[src/rtl/dpk_pkg.sv]
package dpk_pkg;
  localparam int FRAME_W  = 32;
  localparam int CRC_W    = 4;
  localparam int HDR_W    = 4;
  localparam int GRP_BITS = HDR_W - 1;

  typedef enum logic {
    FMT_REGULAR = 1'b0,
    FMT_PACKED  = 1'b1
  } fmt_e;

  typedef struct packed {
    logic                err_any;
    logic [GRP_BITS-1:0] grp;
  } hdr_t;
endpackage

[src/rtl/dpk_in_sync.sv]
module dpk_in_sync #(
  parameter int          N       = 3,
  parameter int          STAGES  = 2,
  parameter logic [N-1:0] RST_VAL = '0
) (
  input  logic         clk,
  input  logic         rst_n,
  input  logic [N-1:0] pin_i,
  output logic [N-1:0] level_o,
  output logic [N-1:0] rise_o,
  output logic [N-1:0] fall_o
);
  logic [STAGES-1:0][N-1:0] stg_q, stg_d;
  logic [N-1:0]             prev_q;

  always_comb begin
    stg_d = {stg_q[STAGES-2:0], pin_i};
  end

  always_ff @(posedge clk or negedge rst_n) begin
    if (!rst_n) begin
      stg_q  <= {STAGES{RST_VAL}};
      prev_q <= RST_VAL;
    end else begin
      stg_q  <= stg_d;
      prev_q <= stg_q[STAGES-1];
    end
  end

  assign level_o = stg_q[STAGES-1];
  assign rise_o  = level_o & ~prev_q;
  assign fall_o  = ~level_o & prev_q;
endmodule

[src/rtl/dpk_crc_chain.sv]
module dpk_crc_chain #(
  parameter int               DATA_W = 28,
  parameter int               CRC_W  = 4,
  parameter logic [CRC_W-1:0] POLY   = 4'h3,
  parameter logic [CRC_W-1:0] SEED   = 4'hF
) (
  input  logic [DATA_W-1:0] data_i,
  output logic [CRC_W-1:0]  crc_o
);
  logic [CRC_W-1:0] st [DATA_W+1];

  assign st[0] = SEED;

  for (genvar i = 0; i < DATA_W; i++) begin : g_bit
    logic fb;
    assign fb        = st[i][CRC_W-1] ^ data_i[DATA_W-1-i];
    assign st[i+1]   = {st[i][CRC_W-2:0], 1'b0} ^ ({CRC_W{fb}} & POLY);
  end

  assign crc_o = st[DATA_W];
endmodule

[src/rtl/dpk_frame_build.sv]
module dpk_frame_build
  import dpk_pkg::*;
#(
  parameter int CH_W   = 16,
  parameter int PK_W   = 12,
  parameter int REG_W  = 16,
  parameter int N_GRP  = 4,
  parameter int ERR_W  = 8,
  localparam int CMD_W  = $clog2(N_GRP),
  localparam int STAT_W = N_GRP * GRP_BITS
) (
  input  fmt_e                fmt_i,
  input  logic [CH_W-1:0]     chan_a_i,
  input  logic [CH_W-1:0]     chan_b_i,
  input  logic [REG_W-1:0]    reg_rdata_i,
  input  logic [STAT_W-1:0]   stat_i,
  input  logic [ERR_W-1:0]    err_i,
  input  logic [CMD_W-1:0]    cmd_i,
  output logic [FRAME_W-1:0]  frame_o
);
  localparam int BODY_W = FRAME_W - CRC_W;
  localparam int PAD_W  = BODY_W - HDR_W - REG_W;

  logic [GRP_BITS-1:0] grp_arr [N_GRP];
  hdr_t                hdr;
  logic [BODY_W-1:0]   body;
  logic [CRC_W-1:0]    crc;

  for (genvar g = 0; g < N_GRP; g++) begin : g_grp
    assign grp_arr[g] = stat_i[g*GRP_BITS +: GRP_BITS];
  end

  always_comb begin
    hdr.err_any = |err_i;
    hdr.grp     = grp_arr[cmd_i];
    if (fmt_i == FMT_PACKED) begin
      body = {hdr, chan_a_i[CH_W-1 -: PK_W], chan_b_i[CH_W-1 -: PK_W]};
    end else begin
      body = {hdr, {PAD_W{1'b0}}, reg_rdata_i};
    end
  end

  dpk_crc_chain #(
    .DATA_W(BODY_W),
    .CRC_W (CRC_W),
    .POLY  (4'h3),
    .SEED  (4'hF)
  ) u_crc (
    .data_i(body),
    .crc_o (crc)
  );

  assign frame_o = {body, crc};
endmodule

[src/rtl/dpk_sdo_shift.sv]
module dpk_sdo_shift
  import dpk_pkg::*;
(
  input  logic               clk,
  input  logic               rst_n,
  input  logic               cs_low_i,
  input  logic               cs_fall_i,
  input  logic               cs_rise_i,
  input  logic               sck_rise_i,
  input  logic               sck_fall_i,
  input  logic               sdi_i,
  input  logic [FRAME_W-1:0] frame_i,
  output logic               sdo_o,
  output logic               sdo_oe_o,
  output logic [FRAME_W-1:0] rx_o
);
  logic [FRAME_W-1:0] tx_q, tx_d;
  logic [FRAME_W-1:0] rx_q, rx_d;
  logic               oe_q, oe_d;
  logic               tx_en, rx_en;

  always_comb begin
    oe_d  = oe_q;
    if (cs_fall_i) oe_d = 1'b1;
    else if (cs_rise_i) oe_d = 1'b0;

    tx_en = cs_fall_i | (sck_fall_i & oe_q);
    tx_d  = cs_fall_i ? frame_i : {tx_q[FRAME_W-2:0], 1'b0};

    rx_en = cs_fall_i | (sck_rise_i & cs_low_i);
    rx_d  = cs_fall_i ? '0 : {rx_q[FRAME_W-2:0], sdi_i};
  end

  always_ff @(posedge clk or negedge rst_n) begin
    if (!rst_n) begin
      oe_q <= 1'b0;
      tx_q <= '0;
      rx_q <= '0;
    end else begin
      oe_q <= oe_d;
      if (tx_en) tx_q <= tx_d;
      if (rx_en) rx_q <= rx_d;
    end
  end

  assign sdo_o    = tx_q[FRAME_W-1] & oe_q;
  assign sdo_oe_o = oe_q;
  assign rx_o     = rx_q;

  a_r2_latch_frame: assert property (@(posedge clk) disable iff (!rst_n)
    cs_fall_i |=> (tx_q == $past(frame_i)));
  a_r2_shift_on_fall: assert property (@(posedge clk) disable iff (!rst_n)
    (sck_fall_i && oe_q && !cs_fall_i) |=> (tx_q[FRAME_W-1:1] == $past(tx_q[FRAME_W-2:0])));
  a_r1_oe_on: assert property (@(posedge clk) disable iff (!rst_n)
    cs_fall_i |=> sdo_oe_o);
  a_r1_oe_off: assert property (@(posedge clk) disable iff (!rst_n)
    cs_rise_i |=> !sdo_oe_o);
endmodule

[src/rtl/dpk_sdo_formatter.sv]
module dpk_sdo_formatter
  import dpk_pkg::*;
#(
  parameter int CH_W   = 16,
  parameter int PK_W   = 12,
  parameter int REG_W  = 16,
  parameter int N_GRP  = 4,
  parameter int ERR_W  = 8,
  parameter int DT_W   = 3,
  parameter int CMD_LSB = 4,
  localparam int CMD_W  = $clog2(N_GRP),
  localparam int STAT_W = N_GRP * GRP_BITS
) (
  input  logic              clk,
  input  logic              rst_n,
  input  logic              spi_sck,
  input  logic              spi_cs_n,
  input  logic              spi_sdi,
  output logic              spi_sdo,
  output logic              spi_sdo_oe,
  input  logic [DT_W-1:0]   data_type,
  input  logic [CH_W-1:0]   chan_a,
  input  logic [CH_W-1:0]   chan_b,
  input  logic [REG_W-1:0]  reg_rdata,
  input  logic [STAT_W-1:0] stat_flags,
  input  logic [ERR_W-1:0]  err_flags
);
  localparam int PIN_CS  = 0;
  localparam int PIN_SCK = 1;
  localparam int PIN_SDI = 2;

  logic [2:0]         lvl, rise, fall;
  logic [FRAME_W-1:0] frame, rx_word;
  logic [CMD_W-1:0]   cmd_q, cmd_d;
  fmt_e               fmt_sel;

  dpk_in_sync #(.N(3), .STAGES(2), .RST_VAL(3'b001)) u_sync (
    .clk    (clk),
    .rst_n  (rst_n),
    .pin_i  ({spi_sdi, spi_sck, spi_cs_n}),
    .level_o(lvl),
    .rise_o (rise),
    .fall_o (fall)
  );

  always_comb begin
    fmt_sel = (data_type != '0) ? FMT_PACKED : FMT_REGULAR;
    cmd_d   = rise[PIN_CS] ? rx_word[CMD_LSB +: CMD_W] : cmd_q;
  end

  always_ff @(posedge clk or negedge rst_n) begin
    if (!rst_n) cmd_q <= '0;
    else        cmd_q <= cmd_d;
  end

  dpk_frame_build #(
    .CH_W(CH_W), .PK_W(PK_W), .REG_W(REG_W), .N_GRP(N_GRP), .ERR_W(ERR_W)
  ) u_build (
    .fmt_i      (fmt_sel),
    .chan_a_i   (chan_a),
    .chan_b_i   (chan_b),
    .reg_rdata_i(reg_rdata),
    .stat_i     (stat_flags),
    .err_i      (err_flags),
    .cmd_i      (cmd_q),
    .frame_o    (frame)
  );

  dpk_sdo_shift u_shift (
    .clk       (clk),
    .rst_n     (rst_n),
    .cs_low_i  (~lvl[PIN_CS]),
    .cs_fall_i (fall[PIN_CS]),
    .cs_rise_i (rise[PIN_CS]),
    .sck_rise_i(rise[PIN_SCK]),
    .sck_fall_i(fall[PIN_SCK]),
    .sdi_i     (lvl[PIN_SDI]),
    .frame_i   (frame),
    .sdo_o     (spi_sdo),
    .sdo_oe_o  (spi_sdo_oe),
    .rx_o      (rx_word)
  );

  a_r7_cmd_hold: assert property (@(posedge clk) disable iff (!rst_n)
    !rise[PIN_CS] |=> $stable(cmd_q));
  a_r7_cmd_take: assert property (@(posedge clk) disable iff (!rst_n)
    rise[PIN_CS] |=> (cmd_q == $past(rx_word[CMD_LSB +: CMD_W])));
endmodule

[config.mk]
export PLATFORM = sky130hd
export DESIGN_NAME = dpk_sdo_formatter
export DESIGN_NICKNAME = d
export VERILOG_FILES = /design/src/rtl/dpk_pkg.sv /design/src/rtl/dpk_in_sync.sv /design/src/rtl/dpk_crc_chain.sv /design/src/rtl/dpk_frame_build.sv /design/src/rtl/dpk_sdo_shift.sv /design/src/rtl/dpk_sdo_formatter.sv
export SDC_FILE = /design/constraint.sdc
export NUM_CORES = 1
export LEC_CHECK = 0
export BUFFER_PORTS_ARGS = -buffer_cell sky130_fd_sc_hd__buf_2
export CORE_MARGIN = 2
export CORE_UTILIZATION = 53
export DETAILED_ROUTE_END_ITERATION = 8
export GPL_TIMING_DRIVEN = 0
export HOLD_SLACK_MARGIN = 0.12
export PLACE_DENSITY_LB_ADDON = 0.15
export RECOVER_POWER = 100
export SLEW_MARGIN = 30
export SYNTH_ARGS = -nofsm -noshare
export SYNTH_HDL_FRONTEND = slang
export SYNTH_SLANG_ARGS = --single-unit
[constraint.sdc]
create_clock -name clk -period 2.4 [get_ports clk]
set_input_delay 0 -clock clk [delete_from_list [all_inputs] [get_ports clk]]
set_output_delay 0 -clock clk [all_outputs]
set_load 0.02 [all_outputs]
# After elaboration in Yosys (flattened, before gate mapping)
# Cells that the tools add are included.
[totals] inputBits=76 output_inout_bits=2 reg_bits=49 word_cells=87
[classes] bitwise=67 magnitude_cmp=1 n_reduce_logical=3 muxes=9
[ops] op="$xor A4 B2 Y4" n=27
[ops] op="$mux W32" n=1
[ops] op="$xor A1 B1 Y1" n=27
[ops] op="$mux W24" n=1
[ops] op="$reduce_or A8 Y1" n=1
[ops] op="$bmux W3 S2" n=1
[ops] op="$mux W3" n=2
[ops] op="$mux W6" n=1
[ops] op="$and A2 B2 Y2" n=2
[ops] op="$not A2 Y2" n=2
[ops] op="$and A1 B1 Y1" n=3
[ops] op="$ge A3 B3 Y1 const B" n=1
[ops] op="$mux W1" n=3
[ops] op="$not A1 Y3" n=1
[ops] op="$not A2 Y3" n=1
[ops] op="$reduce_bool A3 Y1" n=1
[ops] op="$not A1 Y1" n=2
[ops] op="$or A1 B1 Y1" n=2
[ops] op="$reduce_bool A2 Y1" n=1

# Longest topological paths before layout
# Gate-level depths: netlist of run 1.
[depth] word_depth=59 ltp_mapped=8 ltp_nobuf=7

# By module
# A second synthesis of run 1 with hierarchy kept.
[unflattened] cells_unflattened=422 area_unflattened_um2=4715.8
[modules_own_cells] mod="dpk_sdo_shift" area_each_um2=3520.9 cells_each=331 n_inst=1 seq_area_each_um2=1626.6
[modules_own_cells] mod="dpk_crc_chain" area_each_um2=470.5 cells_each=37 n_inst=1 seq_area_each_um2=0.0
[modules_own_cells] mod="dpk_frame_build" area_each_um2=360.3 cells_each=33 n_inst=1 seq_area_each_um2=0.0
[modules_own_cells] mod="dpk_in_sync" area_each_um2=281.5 cells_each=15 n_inst=1 seq_area_each_um2=229.0
[modules_own_cells] mod="dpk_sdo_formatter" area_each_um2=82.6 cells_each=6 n_inst=1 seq_area_each_um2=50.0

# Least setup slack after synthesis of run 1
# Ideal clock, no wire load.
[synth_timing] kind="reg-to-reg" from="register cmd_q[0]" to="register u_shift.tx_q[2]" slack_ns=0.394 period_less_slack_ns=2.006 path_buffers=0 setup_ns=0.129 arrival_ns=1.878 path_stages_with_launch=7 required_time_ns=2.271 path_cell_list="dfrtp_1 > mux4_2 > xor2_1 > xnor2_1 > xnor3_1 > nand2_1 > o21ai_2"
[synth_between] elab_chain_len=41 word_cells_on_any_way=57 cone_classes="4 x mux; 53 x bitwise"
[synth_rtl] item="from (decl)" line="dpk_sdo_formatter.sv:34" source="logic [CMD_W-1:0] cmd_q, cmd_d;"
[synth_rtl] item="from (signal assigned)" line="dpk_sdo_formatter.sv:53" source="else cmd_q <= cmd_d;"
[synth_rtl] item="$not A2 Y3 (not written as such) (*)" line="dpk_frame_build.sv:35" source="hdr.grp = grp_arr[cmd_i];"
[synth_rtl] item="$bmux W3 S2 (*)" line="dpk_frame_build.sv:35"
[synth_rtl] item="$mux W3 (not written as such) (*) (2 in series)" line="dpk_frame_build.sv:35"
[synth_rtl] item="$xor A1 B1 Y1" line="dpk_crc_chain.sv:16" source="assign fb = st[i][CRC_W-1] ^ data_i[DATA_W-1-i];"
[synth_rtl] item="$xor A4 B2 Y4 (2 in series)" line="dpk_crc_chain.sv:17" source="assign st[i+1] = {st[i][CRC_W-2:0], 1'b0} ^ ({CRC_W{fb}} & POLY);"
[synth_rtl] item="$xor A4 B2 Y4 (*)" line="dpk_crc_chain.sv:17"
[synth_rtl] item="$xor A1 B1 Y1 / $xor A4 B2 Y4 (equally long branches)" line="dpk_crc_chain.sv:16, dpk_crc_chain.sv:17"
[synth_rtl] item="$xor A4 B2 Y4 (*) (3 in series)" line="dpk_crc_chain.sv:17"
[synth_rtl] item="[13 not listed]"
[synth_rtl] item="$xor A4 B2 Y4 (*) (3 in series)" line="dpk_crc_chain.sv:17"
[synth_rtl] item="$xor A1 B1 Y1 / $xor A4 B2 Y4 (equally long branches)" line="dpk_crc_chain.sv:16, dpk_crc_chain.sv:17"
[synth_rtl] item="$xor A4 B2 Y4 (*) (3 in series)" line="dpk_crc_chain.sv:17"
[synth_rtl] item="$xor A1 B1 Y1 / $xor A4 B2 Y4 (equally long branches)" line="dpk_crc_chain.sv:16, dpk_crc_chain.sv:17"
[synth_rtl] item="$xor A4 B2 Y4 (*) (3 in series)" line="dpk_crc_chain.sv:17"
[synth_rtl] item="$xor A1 B1 Y1 / $xor A4 B2 Y4 (equally long branches)" line="dpk_crc_chain.sv:16, dpk_crc_chain.sv:17"
[synth_rtl] item="$xor A4 B2 Y4 (*) (3 in series)" line="dpk_crc_chain.sv:17"
[synth_rtl] item="$mux W32 (*)" line="dpk_sdo_shift.sv:28" source="tx_d = cs_fall_i ? frame_i : {tx_q[FRAME_W-2:0], 1'b0};"
[synth_rtl] item="to (signal assigned)" line="dpk_sdo_shift.sv:41" source="if (tx_en) tx_q <= tx_d;"
[synth_rtl] item="to (decl)" line="dpk_sdo_shift.sv:17" source="logic [FRAME_W-1:0] tx_q, tx_d;"
# Every way passes the cells marked *; elsewhere a longest branch is shown, timed or not. The select of a mux whose other input is x is not followed.
# A chain may end at the register's enable or synchronous reset.

# Worst setup path in the final report of run 1
[layout_timing] from="input chan_a[9]" to="register u_shift.tx_q[2]"
[layout_between] elab_chain_len=26 word_cells_on_any_way=33 cone_classes="2 x mux; 31 x bitwise"
[layout_rtl] item="from (decl)" line="dpk_sdo_formatter.sv:22" source="input logic [CH_W-1:0] chan_a,"
[layout_rtl] item="$mux W24 (*)" line="dpk_frame_build.sv:36" source="if (fmt_i == FMT_PACKED) begin"
[layout_rtl] item="$xor A1 B1 Y1 (*)" line="dpk_crc_chain.sv:16"
[layout_rtl] item="$xor A4 B2 Y4 (*) (3 in series)" line="dpk_crc_chain.sv:17"
[layout_rtl] item="$xor A1 B1 Y1 / $xor A4 B2 Y4 (equally long branches)" line="dpk_crc_chain.sv:16, dpk_crc_chain.sv:17"
[layout_rtl] item="$xor A4 B2 Y4 (*) (3 in series)" line="dpk_crc_chain.sv:17"
[layout_rtl] item="$xor A1 B1 Y1 / $xor A4 B2 Y4 (equally long branches)" line="dpk_crc_chain.sv:16, dpk_crc_chain.sv:17"
[layout_rtl] item="$xor A4 B2 Y4 (*) (3 in series)" line="dpk_crc_chain.sv:17"
[layout_rtl] item="$xor A1 B1 Y1 / $xor A4 B2 Y4 (equally long branches)" line="dpk_crc_chain.sv:16, dpk_crc_chain.sv:17"
[layout_rtl] item="$xor A4 B2 Y4 (*) (3 in series)" line="dpk_crc_chain.sv:17"
[layout_rtl] item="$xor A1 B1 Y1 / $xor A4 B2 Y4 (equally long branches)" line="dpk_crc_chain.sv:16, dpk_crc_chain.sv:17"
[layout_rtl] item="$xor A4 B2 Y4 (*) (3 in series)" line="dpk_crc_chain.sv:17"
[layout_rtl] item="$xor A1 B1 Y1 / $xor A4 B2 Y4 (equally long branches)" line="dpk_crc_chain.sv:16, dpk_crc_chain.sv:17"
[layout_rtl] item="$xor A4 B2 Y4 (*) (3 in series)" line="dpk_crc_chain.sv:17"
[layout_rtl] item="$mux W32 (*)" line="dpk_sdo_shift.sv:28"
# Every way passes the cells marked *; elsewhere a longest branch is shown, timed or not.

==> impl_metrics.ini, run 1 <==
[sta]
worst_pin_slew_ns = 1.20
relSlewSlack_pct = 19.8
slew_violations = 0
fin_crit_sh_pct = 94.1
clock_skew_ns = 0.00545
finalSetupViolCount = 0
rsz0062_at_grt = false
hold_violations = 0
final.setup.tns_ns = 0
clock.fmax_ghz = 0.443
period_needed_ns = 2.26

[placement]
placed_area_um2 = 3420
gp_routability_congestion = 0.884
port_buffers = 69
hpwlAfterDp_um = 5410

[setup_path]
critPathTopFamily = XOR/XNOR gates
arrival_ns = 2.44
worst_ep_required_time_ns = 2.58
crit_type = input pin to register
regToRegSetupSlack_ns = 0.18
slowest_delay_ns = 0.53
endpoint_kind = register
crit_fanout = 5
cp-start-kind = input pin
crit_chain = dlygate4sd3_1 > clkbuf_2 > xnor3_1 > xnor2_1 > mux2i_1 > xor2_1 > xnor3_1 > nand2_1 > o21ai_2
crit_path_top_delay_cell = dlygate4sd3_1
cp_common_cell = xnor3_1
critPathBufInv = 2

[cells_and_area]
n_antenna_cell = 0
mostFrequentLayoutCell = buf_2
fillers = 430
area_growth_pct = 32.6
fin_area_um2 = 3950
nets = 476
final_cell_mix = 67 x buf_2, 46 x dfrtp_1, 43 x dlygate4sd3_1
final_layout_size_suffix_gt1_share_pct = 27.8

[clocking]
clockBufferDepth = 2
path_clk_slew_ns = 0.08
htree_num_levels = 2
clkLatencyLatePin_ns = 0.30
cts_tree = built
numCtsBuffers = 5
cts-root-buf = clkbuf_8
cts_sinks = 49

[detailed_routing]
wirelength_um = 7800
vias = 2497
wl_per_cell_um = 16.6
drc = 0
routed_via_density = 5.30
ant_nets = 0
drt_iter0_drc = 170
dr.pass1.iters = 5

[global_routing]
grt_max_degree = 50
grt.overflow.total = 0
grt_use_total_pct = 27.0
antenna_found_initial = 0
grt_pass1_wl_um = 12600
grt_pass1_vias = 2588

[logic_synthesis]
syn_avg_cell_area_um2 = 10.7
yosysWarnings = 0
synth_area_um2 = 2980
syn_inst = 279
ys_seq_area_share_pct = 41.3
synth_nets = 357
synthDistinctLibCells = 30
yosys_register_bits = 49

[floorplan]
initial_core_util_pct = 54.4
core.rowCount = 27
core_area_um2 = 5470
fp.dieW_um = 78.9
ios = 78
dieArea_um2 = 6230
die_h_um = 78.9

[outcome]
status = finished, final reports clean

[power]
powerDensity_nw_per_um2 = 597
p_leak_uw = 0.00188
ir_drop_uv = 355

[worst_hold_path]
hp-class = input pin to register

[flow_run]
drv_cap = 0
## cells in the mapped netlist
cell type	n	share of area, %
dfrtp_1	46	39
nand2_1	41	5.2
xnor2_1	34	10
mux2i_1	30	10
nor2_1	21	2.6
mux2_2	20	7.6
xor2_1	11	3.2
a31oi_1	10	2.1
o21ai_0	10	1.7
o22ai_1	8	1.7
clkbuf_1	7	0.88
xnor3_1	6	4.5
buf_1	5	0.63
a21oi_1	3	0.50
buf_2	3	0.50
dfstp_2	3	2.6
mux4_2	3	2.3
and2_1	2	0.42
ha_1	2	0.84
inv_1	2	0.25
nor3_1	2	0.34
nor4_1	2	0.42
a21o_1	1	0.25
buf_6	1	0.38
mux2i_2	1	0.46
mux2i_4	1	0.76
nand3b_1	1	0.25
nor3b_1	1	0.25
o21ai_2	1	0.29
or3_1	1	0.21
## routing by layer
metal / track usage [%] / share of wire (%) / vias to the layer above
li1: - / - / 1198
met1: 35.8 / 43 / 1173
met2: 46.4 / 50 / 112
met3: 3.64 / 5.6 / 14
met4: 8.45 / 1.6 / 0
met5: 0 / 0 / -
## registers in the layout (all words and copies together) (netlist names)
| signal | count |
|---|---|
| u_sync.stg_d | 3 |
| u_shift.sdo_oe_o | 1 |
| u_sync.prev_q | 2 |
| u_shift.tx_q | 32 |
| u_shift.rx_o | 6 |
| u_sync.level_o | 3 |
| cmd_q | 2 |
## area by class of cell
cell class	count	area (um2)	area share (%)
plain buffers	16	76.3	1.93
clock buffers	6	82.6	2.09
clock inverters	2	13.8	0.349
inverters	2	7.51	0.190
multi-input cells	212	1670	42.4
flip-flops and latches	49	1230	31.2
well taps	72	90.1	2.28
repair buffers	112	773	19.6
## repair_timing
action / in CTS / in global routing
buffers inserted: 0 / 0
endpoints found under the hold margin: 76 / 0
gates resized for setup: 0 / 6
endpoints found under the setup margin: 0 / 5
hold buffers: 43 / 0
## power by group
part           leakage (uW)  total (uW)  internal (uW)  switching, uW
clock             0.0000512         509            234            275
sequential         0.000589        1020            953           70.6
combinational       0.00124         823            448            375
total               0.00188        2360           1640            720
## through the flow
| step | utilization (%) | worst slack (ns) | hold slack (ns) | total power [uW] | instances |
|---|---|---|---|---|---|
| 4_1_cts | 72.1 | 0.0160 | 0.122 | 2360 | 471 |
| 2_1_floorplan | - | 0.394 | -0.296 | 1560 | 279 |
| 5_1_grt | 72.1 | 0.0218 | 0.149 | 2490 | 471 |
| 3_3_place_gp | 62.3 | 0.244 | 0.109 | 1750 | 420 |
| 6_report | 72.1 | 0.142 | 0.135 | 2360 | 471 |
| 3_5_place_dp | 62.5 | 0.229 | 0.0565 | 1770 | 420 |
## worst paths after layout
path / from / to / cells after the start
max reg2reg: u_shift.sdo_oe_o$_DFFE_PN0P_ / u_shift.tx_q[8]$_DFFE_PN0P_ / 6
min reg2reg: u_sync.stg_d[4]$_DFF_PN0_ / u_sync.level_o[1]$_DFF_PN0_ / 0
max in group asynchronous: rst_n / u_shift.tx_q[21]$_DFFE_PN0P_ / 2
max: chan_a[9] / u_shift.tx_q[2]$_DFFE_PN0P_ / 9
min in group asynchronous: rst_n / u_sync.level_o[1]$_DFF_PN0_ / 2
min: chan_a[6] / u_shift.tx_q[18]$_DFFE_PN0P_ / 4
## cell families (layout without fill, tap and decap cells)
logic type	Yosys count	after routing	synth area share (%)
multiplexers	55	55	21.2
AO/OA/AOI/OAI	33	33	6.52
flip-flops	49	49	41.3
AND/OR/NAND/NOR	71	71	9.71
buffers and inverters	18	138	2.65
XOR/XNOR	51	51	17.8
adder cells (fa/ha/maj)	2	2	0.841
## tightest hold or removal path: cells and delay by family
family,cells,cell delay [ns]
simple gates,1,0.05
compound gates,1,0.06
buf+inv,1,0.11
mux,1,0.18
No activity file was read; power rests on OpenSTA's default activity.
==> run 2, diff against run 1 <==
--- a/config.mk
+++ b/config.mk
@@ -5,9 +5,10 @@
 export SDC_FILE = /design/constraint.sdc
 export NUM_CORES = 1
 export LEC_CHECK = 0
+export ABC_AREA = 1
 export BUFFER_PORTS_ARGS = -buffer_cell sky130_fd_sc_hd__buf_2
 export CORE_MARGIN = 2
-export CORE_UTILIZATION = 53
+export CORE_UTILIZATION = 55
 export DETAILED_ROUTE_END_ITERATION = 8
 export GPL_TIMING_DRIVEN = 0
 export HOLD_SLACK_MARGIN = 0.12
==> impl_metrics.ini, run 2 <==
[clocking]
htree_num_levels = 2
path_clk_slew_ns = 0.09
numCtsBuffers = 5
cts-root-buf = clkbuf_8
cts_sinks = 49
clkLatencyLatePin_ns = 0.31
clockBufferDepth = 2
cts_tree = built

[setup_path]
critPathBufInv = 3
startpoint = cmd_q[0]$_DFFE_PN0P_
rr_startpoint = cmd_q[0]$_DFFE_PN0P_
slowest_delay_ns = 0.35
endpoint_kind = register
cp-start-kind = register
cp_common_cell = nand2_1
worst_ep_required_time_ns = 2.61
critPathTopFamily = simple AND/OR/NAND/NOR gates
crit_fanout = 8
crit_type = register to register
crit_path_top_delay_cell = dfrtp_1
arrival_ns = 3.23

[cells_and_area]
n_antenna_cell = 0
final_cell_mix = 82 x nand2_1, 73 x o21ai_0, 68 x buf_2
final_layout_size_suffix_gt1_share_pct = 42.9
fin_cells = 699
fin_util_pct = 79.4
area_growth_pct = 40.8
largest_reg_flops = 32
mostFrequentLayoutCell = nand2_1
top_register = u_shift.tx_q
nets = 699

[sta]
worst_pin_slew_ns = 1.18
rsz0062_at_grt = true
finalSetupViolCount = 4
hold_violations = 0
clock.fmax_ghz = 0.331
fin_crit_sh_pct = 126
period_needed_ns = 3.02
hold_ws_ns = 0.137
slew_violations = 0
clock_skew_ns = 0.00871
fin_ws_ns = -0.621
relSlewSlack_pct = 21.1

[outcome]
status = finished, violations left
violations = negative setup slack

[logic_synthesis]
synthDominantCellAreaShare_pct = 32.3
yosys_register_bits = 49
syn_inst = 526
synth.most_common_cell = nand2_1
yosysWarnings = 0
ys_async_sr_fraction_pct = 100
ys_top_cells_by_area = dfrtp_1 32%, nand2_1 15%, o21ai_0 10%, nand3_1 8.6%, inv_1 5.9%
synth_edf_count = 0
synth_area_um2 = 3560
synth_flop_cell = dfrtp_1
synthTopCellsByCount = 141 x nand2_1, 74 x o21ai_0, 61 x nand3_1
synthDistinctLibCells = 34
syn_avg_cell_area_um2 = 6.77
ys_seq_area_share_pct = 34.6
synth_area_leader_cell = dfrtp_1
synth_nets = 604

[global_routing]
antenna_found_initial = 0
grt_use_total_pct = 27.9
grt.overflow.total = 0
grt_pass1_wl_um = 16200
grt_max_degree = 50
grt_pass1_vias = 3705

[floorplan]
core_area_um2 = 6310
die_h_um = 84.5
initial_core_util_pct = 56.4
core.rowCount = 29
dieArea_um2 = 7130
fp.dieW_um = 84.5
ios = 78

[power]
ir_drop_uv = 670
powerDensity_nw_per_um2 = 675
p_leak_uw = 0.00253
total_power_uw = 3380

[placement]
hpwlAfterDp_um = 7130
gp_routability_congestion = 0.826
port_buffers = 69
pre_cts_ws_ns = -0.535
dp.cells = 672

[flow_run]
drv_cap = 0

[worst_hold_path]
hp-class = input pin to register
hold_path.startpoint = chan_a[13]

[detailed_routing]
drt_iter0_drc = 273
routed_via_density = 5.94
vias = 4151
ant_nets = 0
drc = 0
wirelength_um = 12200
dr.pass1.iters = 5
wl_per_cell_um = 17.4
## run 2: final cells by class
cell class,count,area [um2]
timing repair buffer,89,536
inverter,69,282
multi-input combinational,390,2660
buffer,17,75.1
tap,77,96.3
sequential,49,1230
fill,410,1300
clock buffer,5,68.8
clock inverter,3,65.1
## run 2: where the power goes
| part | internal (uW) | total [uW] | switching (uW) |
|---|---|---|---|
| registers | 946 | 994 | 48.6 |
| logic | 607 | 1700 | 1090 |
| clock network | 414 | 687 | 273 |
| total | 1970 | 3380 | 1410 |
## run 2: layer usage
layer  GRT usage (%)  vias to the layer above  wire, um
met5               0                        -         0
met2            50.0                      214      6100
li1                -                     1891         -
met3            4.72                       51       896
met4            8.37                        0       381
met1            34.6                     1995      4780
## run 2: per-stage QoR
stage	TNS (ns)	area, um2
after floorplan	-0.0336	3560
after global placement	-1.22	4000
after detailed placement	-1.75	4010
after CTS	-1.30	4420
after global routing	-2.74	5010
final	-2.23	5010
## run 2: what timing repair did
| action | 4_1_cts | 5_1_grt |
|---|---|---|
| setup endpoints to repair | 4 | 18 |
| hold buffers | 9 | 0 |
| resized for setup | 39 | 129 |
| hold endpoints to repair | 56 | 0 |
| setup buffers | 7 | 4 |
| pin swaps | 34 | 62 |
## run 2: final timing paths
path	endpoint	slack, ns	cells after the start
min in group asynchronous	cmd_q[0]$_DFFE_PN0P_	0.47	2
max in group asynchronous	cmd_q[1]$_DFFE_PN0P_	1.15	2
setup / recovery	u_shift.tx_q[2]$_DFFE_PN0P_	-0.62	26
hold reg to reg	u_sync.level_o[2]$_DFF_PN0_	0.35	0
hold / removal	u_shift.tx_q[25]$_DFFE_PN0P_	0.14	5
setup reg to reg	u_shift.tx_q[2]$_DFFE_PN0P_	-0.62	26
## run 2: worst min-delay path, stage by stage
cell	delay [ns]
buf_2	0.08
nand2_1	0.08
inv_1	0.11
o21ai_0	0.08
o21ai_0	0.06
## run 2: cell families after synthesis
family / after synthesis / share of synthesized area, %
AND/OR/NAND/NOR: 284 / 38.9
AO/OA/AOI/OAI: 98 / 14.7
buffers and inverters: 87 / 9.60
flip-flops: 49 / 34.6
XOR/XNOR: 5 / 1.23
adder cells (fa/ha/maj): 2 / 0.703
multiplexers: 1 / 0.281
==> run 3, diff against run 2 <==
==> constraint.sdc (replaced) <==
create_clock -name clk -period 3 [get_ports clk]
set_input_delay 0 -clock clk [delete_from_list [all_inputs] [get_ports clk]]
set_output_delay 0 -clock clk [all_outputs]
set_load 0.02 [all_outputs]
==> impl_metrics.ini, run 3 (same netlist as run 2, synthesis figures left out) <==
[outcome]
status = finished, final reports clean

[detailed_routing]
routed_via_density = 5.35
drt_iter0_drc = 215
wl_per_cell_um = 13.4
vias = 3731
wl_met2_um = 4520
ant_nets = 0
met3_length_um = 452
dr.pass1.iters = 4
wirelength_um = 9360
drc = 0
drt-met1-wl_um = 4280
routed.top_layer = met4

[cells_and_area]
area_growth_pct = 27.7
mostFrequentLayoutCell = nand2_1
final_layout_size_suffix_gt1_share_pct = 33.9
top_register = u_shift.tx_q
fin_util_pct = 72.0
fin_cells = 697
nets = 697
n_antenna_cell = 0
final_cell_mix = 111 x nand2_1, 74 x o21ai_0, 68 x buf_2
fin_area_um2 = 4550
largest_reg_flops = 32

[global_routing]
grt_use_total_pct = 25.0
grt.overflow.total = 0
grt_max_degree = 50
grt_pass1_vias = 3273
grt_pass1_wl_um = 14500
antenna_found_initial = 0

[floorplan]
core_area_um2 = 6310
initial_core_util_pct = 56.4
core.rowCount = 29
fp.dieW_um = 84.5
die_h_um = 84.5
ios = 78
dieArea_um2 = 7130

[power]
p_leak_uw = 0.00240
powerDensity_nw_per_um2 = 493
ir_drop_uv = 416

[setup_path]
critPathBufInv = 3
worst_ep_required_time_ns = 3.21
cp-start-kind = register
slowest_delay_ns = 0.38
critPathTopFamily = simple AND/OR/NAND/NOR gates
crit_path_top_delay_cell = dfrtp_1
arrival_ns = 3.07
crit_fanout = 8
endpoint_kind = register
cp_common_cell = nand2_1
crit_type = register to register

[sta]
relSlewSlack_pct = 21.9
period_needed_ns = 2.85
clock_skew_ns = 0.0173
finalSetupViolCount = 0
slew_violations = 0
clock.fmax_ghz = 0.351
fin_crit_sh_pct = 95.1
hold_violations = 0
worst_pin_slew_ns = 1.17

[placement]
placed_area_um2 = 4000
gp_routability_congestion = 0.865
hpwlAfterDp_um = 6800
port_buffers = 69
dp.cells = 672

[clocking]
cts_tree = built
htree_num_levels = 2
path_clk_slew_ns = 0.09
clkLatencyLatePin_ns = 0.31
cts_sinks = 49
clockBufferDepth = 2
numCtsBuffers = 5
cts-root-buf = clkbuf_8

[flow_run]
drv_cap = 0

[worst_hold_path]
hp-class = input pin to register
[run 3: cell count changes in the layout (fill, tap and decap cells not counted), sizes merged]
cell / previous run / this run
inv: 68 / 69
buf: 80 / 76
clkbuf: 22 / 25
clkinv: 2 / 0
bufinv: 2 / 1
dlygate4sd3: 9 / 10
[run 3: layer usage]
| layer | vias to the layer above | global-route usage [%] |
|---|---|---|
| li1 | 1885 | - |
| met3 | 10 | 3.34 |
| met5 | - | 0 |
| met1 | 1732 | 34.6 |
| met2 | 104 | 42.0 |
| met4 | 0 | 6.35 |
[run 3: tightest hold or removal path: stages]
cell and delay (ns):
buf_2 0.08, nand2_1 0.08, inv_1 0.09, o21ai_0 0.08, o21ai_0 0.08
[run 3: cell type report]
cell class	instances	area, um2
inverters	69	267
fillers	519	1770
repair buffers	86	495
well taps	77	96.3
clock inverters	1	30.0
multi-input cells	390	2260
plain buffers	18	77.6
clock buffers	7	86.3
flip-flops and latches	49	1230
[run 3: worst paths after layout]
check | slack, ns | endpoint | cells past startpoint | startpoint
max in group asynchronous | 1.74 | cmd_q[1]$_DFFE_PN0P_ | 2 | rst_n
min in group asynchronous | 0.46 | u_shift.tx_q[15]$_DFFE_PN0P_ | 2 | rst_n
worst max register to register | 0.15 | u_shift.tx_q[2]$_DFFE_PN0P_ | 29 | cmd_q[0]$_DFFE_PN0P_
worst max-delay path | 0.15 | u_shift.tx_q[2]$_DFFE_PN0P_ | 29 | cmd_q[0]$_DFFE_PN0P_
worst min register to register | 0.36 | u_sync.level_o[2]$_DFF_PN0_ | 0 | u_sync.stg_d[5]$_DFF_PN0_
worst min-delay path | 0.14 | u_shift.tx_q[25]$_DFFE_PN0P_ | 5 | chan_a[13]
[run 3: power by group]
| part | switching [uW] | internal (uW) |
|---|---|---|
| clock | 213 | 272 |
| combinational | 610 | 352 |
| sequential | 37.5 | 756 |
[run 3: what timing repair did]
action / CTS / global route
hold buffers: 10 / 0
hold endpoints to repair: 57 / 0
resized for setup: 0 / 73
setup endpoints to repair: 0 / 4
setup buffers: 0 / 7
[run 3: through the flow]
stage / total power, uW / TNS [ns] / hold WS [ns] / setup slack, ns
after floorplan: 1410 / 0 / -0.296 / 0.575
after global placement: 1570 / 0 / 0.106 / 0.232
after detailed placement: 1600 / 0 / 0.0466 / 0.179
after CTS: 2090 / 0 / 0.131 / 0.170
after global routing: 2380 / -0.0615 / 0.168 / -0.0415
final: 2240 / 0 / 0.139 / 0.148
